### src/rtl/mode_irq_status.sv
module mode_irq_status #(
  parameter int ADDR_W = 8,
  parameter int DATA_W = 32,
  parameter int MODE_W = 4,
  parameter logic [ADDR_W-1:0] REG_ADDR = 8'h0C,
  parameter logic [MODE_W-1:0] HALT_MODE = 4'h8,
  parameter logic [MODE_W-1:0] STOP_MODE = 4'hA
) (
  input  logic              clk,
  input  logic              rst_n,
  input  logic              evt_cfg_bad,
  input  logic              evt_mode_bad,
  input  logic              evt_safe_hw,
  input  logic              xfer_busy,
  input  logic [MODE_W-1:0] tgt_mode,
  input  logic              bus_sel,
  input  logic              bus_wr,
  input  logic [ADDR_W-1:0] bus_addr,
  input  logic [DATA_W-1:0] bus_wdata,
  input  logic [1:0]        bus_priv,
  output logic [DATA_W-1:0] bus_rdata,
  output logic [3:0]        pend,
  output logic              irq
);
  localparam int NFLAG = 4;
  localparam int PAD_W = DATA_W - NFLAG;

  logic [NFLAG-1:0] flags, set_vec, clr_vec, flag_nxt;
  logic busy_q;

  wire hit     = bus_sel && (bus_addr == REG_ADDR);
  wire wr_ok   = hit && bus_wr && (bus_priv != 2'b00);
  wire lowpow  = (tgt_mode == HALT_MODE) || (tgt_mode == STOP_MODE);
  wire busy_fall = busy_q && !xfer_busy;
  wire done_ev = busy_fall && !lowpow;

  assign set_vec  = {evt_cfg_bad, evt_mode_bad, evt_safe_hw, done_ev};
  assign clr_vec  = wr_ok ? bus_wdata[NFLAG-1:0] : '0;
  assign flag_nxt = (flags & ~clr_vec) | set_vec;

  always_ff @(posedge clk or negedge rst_n) begin
    if (!rst_n) begin
      flags  <= '0;
      busy_q <= 1'b0;
      irq    <= 1'b0;
    end else begin
      flags  <= flag_nxt;
      busy_q <= xfer_busy;
      irq    <= |flag_nxt;
    end
  end

  assign pend      = flags;
  assign bus_rdata = (hit && !bus_wr) ? {{PAD_W{1'b0}}, flags} : '0;

  p_cfg_sets_r2: assert property (@(posedge clk) disable iff (!rst_n)
    evt_cfg_bad |=> pend[3]);
  p_mode_wins_r8: assert property (@(posedge clk) disable iff (!rst_n)
    evt_mode_bad |=> pend[2]);
  p_safe_sets_r2: assert property (@(posedge clk) disable iff (!rst_n)
    evt_safe_hw |=> pend[1]);
  p_done_sets_r5: assert property (@(posedge clk) disable iff (!rst_n)
    (busy_fall && !lowpow) |=> pend[0]);
  p_lowpow_quiet_r6: assert property (@(posedge clk) disable iff (!rst_n)
    (busy_fall && lowpow && !pend[0]) |=> !pend[0]);
  p_user_nowrite_r7: assert property (@(posedge clk) disable iff (!rst_n)
    (bus_sel && bus_wr && bus_priv == 2'b00) |=> ((pend & $past(pend)) == $past(pend)));
  p_sticky_r3: assert property (@(posedge clk) disable iff (!rst_n)
    !(bus_sel && bus_wr) |=> ((pend & $past(pend)) == $past(pend)));
  p_irq_or_r10: assert property (@(posedge clk) disable iff (!rst_n)
    irq == (|pend));
  p_upper_zero_r9: assert property (@(posedge clk) disable iff (!rst_n)
    bus_rdata[DATA_W-1:NFLAG] == '0);
endmodule

### config.mk
export PLATFORM = sky130hd
export DESIGN_NAME = mode_irq_status
export DESIGN_NICKNAME = d
export VERILOG_FILES = /design/src/rtl/mode_irq_status.sv
export SDC_FILE = /design/constraint.sdc
export NUM_CORES = 1
export LEC_CHECK = 0
export BUFFER_PORTS_ARGS = -buffer_cell sky130_fd_sc_hd__buf_2
export CAP_MARGIN = 30
export CORE_MARGIN = 2
export CORE_UTILIZATION = 25
export DETAILED_ROUTE_END_ITERATION = 8
export PLACE_DENSITY = 0.74
export SLEW_MARGIN = 25
export SYNTH_ARGS = -nofsm -noshare
export SYNTH_HDL_FRONTEND = slang
export SYNTH_SLANG_ARGS = --single-unit
### constraint.sdc
create_clock -name clk -period 1.8 [get_ports clk]
set_clock_uncertainty 0.15 [all_clocks]
set_input_delay 0.18 -clock clk [delete_from_list [all_inputs] [get_ports clk]]
set_output_delay 0.18 -clock clk [all_outputs]
set_load 0.005 [all_outputs]
==> flow_summary.yaml <==
logic_synthesis:
  yosysSeqAreaShare_pct: 27.6
  synthCells: 58
  synth.avg_cell_area_um2: 9.38
  synth_cell_types: 17
  synth_edf_count: 0
  synth_top_cell_by_area: "buf_4"
  synth_common_cells: "buf_4 (28), dfrtp_1 (6), and2_1 (5), nand2b_1 (4), o22a_2 (3)"
  synth_seq_cells: 6
  synthesis.area_um2: 544
  netlist.area_leader.share_pct: 38.6
  async_reset_ff_share_pct: 100
  synth_warnings: 0
  synth_ff_type: "dfrtp_1"
  synth.area.top_cells: "buf_4 (39%), dfrtp_1 (28%), and2_1 (5.7%)"
  synth_most_common_cell: "buf_4"
power_and_ir_drop:
  swShare_pct: 23.9
  clockPowerShare_pct: 37.4
  p_sw_w: 0.0000754
  peakVddDrop_v: 0.000202
  pwr-share-comb_pct: 19.3
  leakagePower_nw: 0.356
  p_per_area_mw_per_mm2: 467
  power_w: 0.000316
  pwr-share-seq_pct: 43.3
  internal_power_w: 0.000241
critical_path:
  r2r_cells: 4
  startpoint: "xfer_busy"
  r2r_slack_ns: 0.33
  timing.critical_path.fanout_max: 2
  cp-endpoint: "irq"
  critPathKind: "in -> reg"
  worstPathArrival_ns: 1.67
  rr_startpoint: "busy_q"
  cp-end-kind: "flip-flop"
  reg2reg_to: "irq"
  startpoint_type: "primary input"
  crit_slowest_cell: "dlygate4sd3_1"
  required_ns: 1.75
  cp_cell_sequence: "dlygate4sd3_1, buf_2, nand2b_1, o21ai_0, o22a_2, or4_1"
  max_stage_delay_ns: 0.52
final_layout:
  antenna_cells: 0
  register_area_um2: 150
  multi_input_area_um2: 285
  nNetsFinal: 151
  drive_gt1_share_pct: 43.2
  syn_to_final_growth_pct: 24.4
  instances_no_fill: 122
  fillers: 215
  post-route-util_pct: 33.8
die:
  rows: 16
  top_level_ports: 91
  die_x_um: 50.7
  start_util_pct: 27.2
  dieArea_mm2: 0.00257
  core_mm2: 0.00200
  die_y_um: 50.7
placed_design:
  portBuffers: 33
  gp_congestion: 0.634
  dp_hpwl_um: 941
  dp_cells: 117
timing:
  min_period_ns: 1.72
  fmaxAchievable_ghz: 0.580
  finalHoldViolCount: 0
  fin_crit_sh_pct: 95.8
  drv_slew: 0
  setup_violations: 0
  grt_setup_unrepaired: "false"
global_route:
  grt_max_degree: 7
  track_usage_pct: 8.10
  antenna_found_initial: 0
  grt_pass1_wl_um: 1550
  grt_pass1_vias: 357
  grt_remaining_overflow: 0
clock_network:
  htreeDepth: 1
  cts_tree: "built"
  ctsResizeCount: 0
  post_cts.repair.setup_buffers: 0
  cts_num_sinks: 6
  path_clk_slew_ns: 0.05
  cts.path.max_buffers: 2
  clock-root-buffer: "clkbuf_4"
  insertion_delay_ns: 0.24
  numCtsBuffers: 3
  cts_hold_buf: 2
routing:
  drt_wl_total_um: 1020
  firstDrtPassIters: 2
  routedWlPerCell_um: 8.34
  routed_via_density: 3.51
  ant_nets: 0
  drt_iter0_markers: 2
  drcViolationCount: 0
  vias: 428
hold_path:
  min-delay-start: "evt_safe_hw"
  hold_class: "in -> reg"
flow_run:
  maxCapViolations: 0
run_status:
  status: "complete, no violations"
through the flow:
stage / hold slack (ns) / TNS, ns / instance area [um^2] / setup slack [ns]
floorplan: -0.266 / 0 / 646 / 0.206
global placement: -0.147 / -0.0308 / 634 / -0.0308
detailed placement: -0.139 / -0.0494 / 634 / -0.0494
CTS: 0.0461 / 0 / 677 / 0.0774
global route: 0.0482 / 0 / 677 / 0.00464
finish: 0.0518 / 0 / 677 / 0.0765
cell type report:
type | instances | area share [%]
multi-input cells | 51 | 42.1
repair buffers | 35 | 27.4
flip-flops and latches | 6 | 22.2
well taps | 27 | 4.99
clock buffers | 3 | 3.33
registers in the layout (all words and copies together) (netlist names):
name	count
pend	4
irq	1
busy_q	1
how the worst min path moves through the flow:
stage / cells after the start / to / slack [ns]
floorplan: 0 / busy_q / -0.27
global placement: 1 / busy_q / -0.15
detailed placement: 1 / busy_q / -0.14
CTS: 2 / pend[1] / 0.05
global route: 2 / pend[3] / 0.05
finish: 2 / pend[1] / 0.05
layout by cell type, fill, tap and decap left out, drive strengths merged, types with 2 or more instances in the layout:
cell and count:
o22a 4, clkbuf 3, conb 28, dlygate4sd3 2, dfrtp 6, buf 33
nand2b 4, and2 5
power groups by stage:
| stage | combinational (W) | sequential (W) | clock, W |
|---|---|---|---|
| 6_report | 0.0000610 | 0.000137 | 0.000118 |
| 5_1_grt | 0.0000706 | 0.000137 | 0.000139 |
| 4_1_cts | 0.0000602 | 0.000137 | 0.000126 |
| 3_5_place_dp | 0.0000566 | 0.000139 | 0 |
| 3_3_place_gp | 0.0000548 | 0.000139 | 0 |
| 2_1_floorplan | 0.0000687 | 0.000139 | 0 |
worst max-delay path, delay by kind of cell:
| family | cells | cell delay [ns] |
|---|---|---|
| compound gates | 2 | 0.29 |
| buf+inv | 2 | 0.63 |
| simple gates | 2 | 0.57 |
metal layers:
metal | share of wire, % | global-route usage, % | vias to the layer above | routed length, um
met5 | 0 | 0 | - | 0
met2 | 52 | 14.9 | 33 | 524
met3 | 14 | 3.27 | 0 | 144
met4 | 0 | 2.70 | 0 | 0
li1 | - | - | 216 | -
met1 | 34 | 8.21 | 179 | 347
logic make-up (layout without fill, tap and decap cells):
kind of cell           Yosys count  count (layout)  share of synthesized area (%)
buffers and inverters           28              38                           38.6
and+or+nand+nor                 17              17                           23.7
AOI/OAI and AO/OA                6               6                           9.43
DFF                              6               6                           27.6
other                            1              28                          0.689
Note: power is estimated with default switching activity, not from simulation.
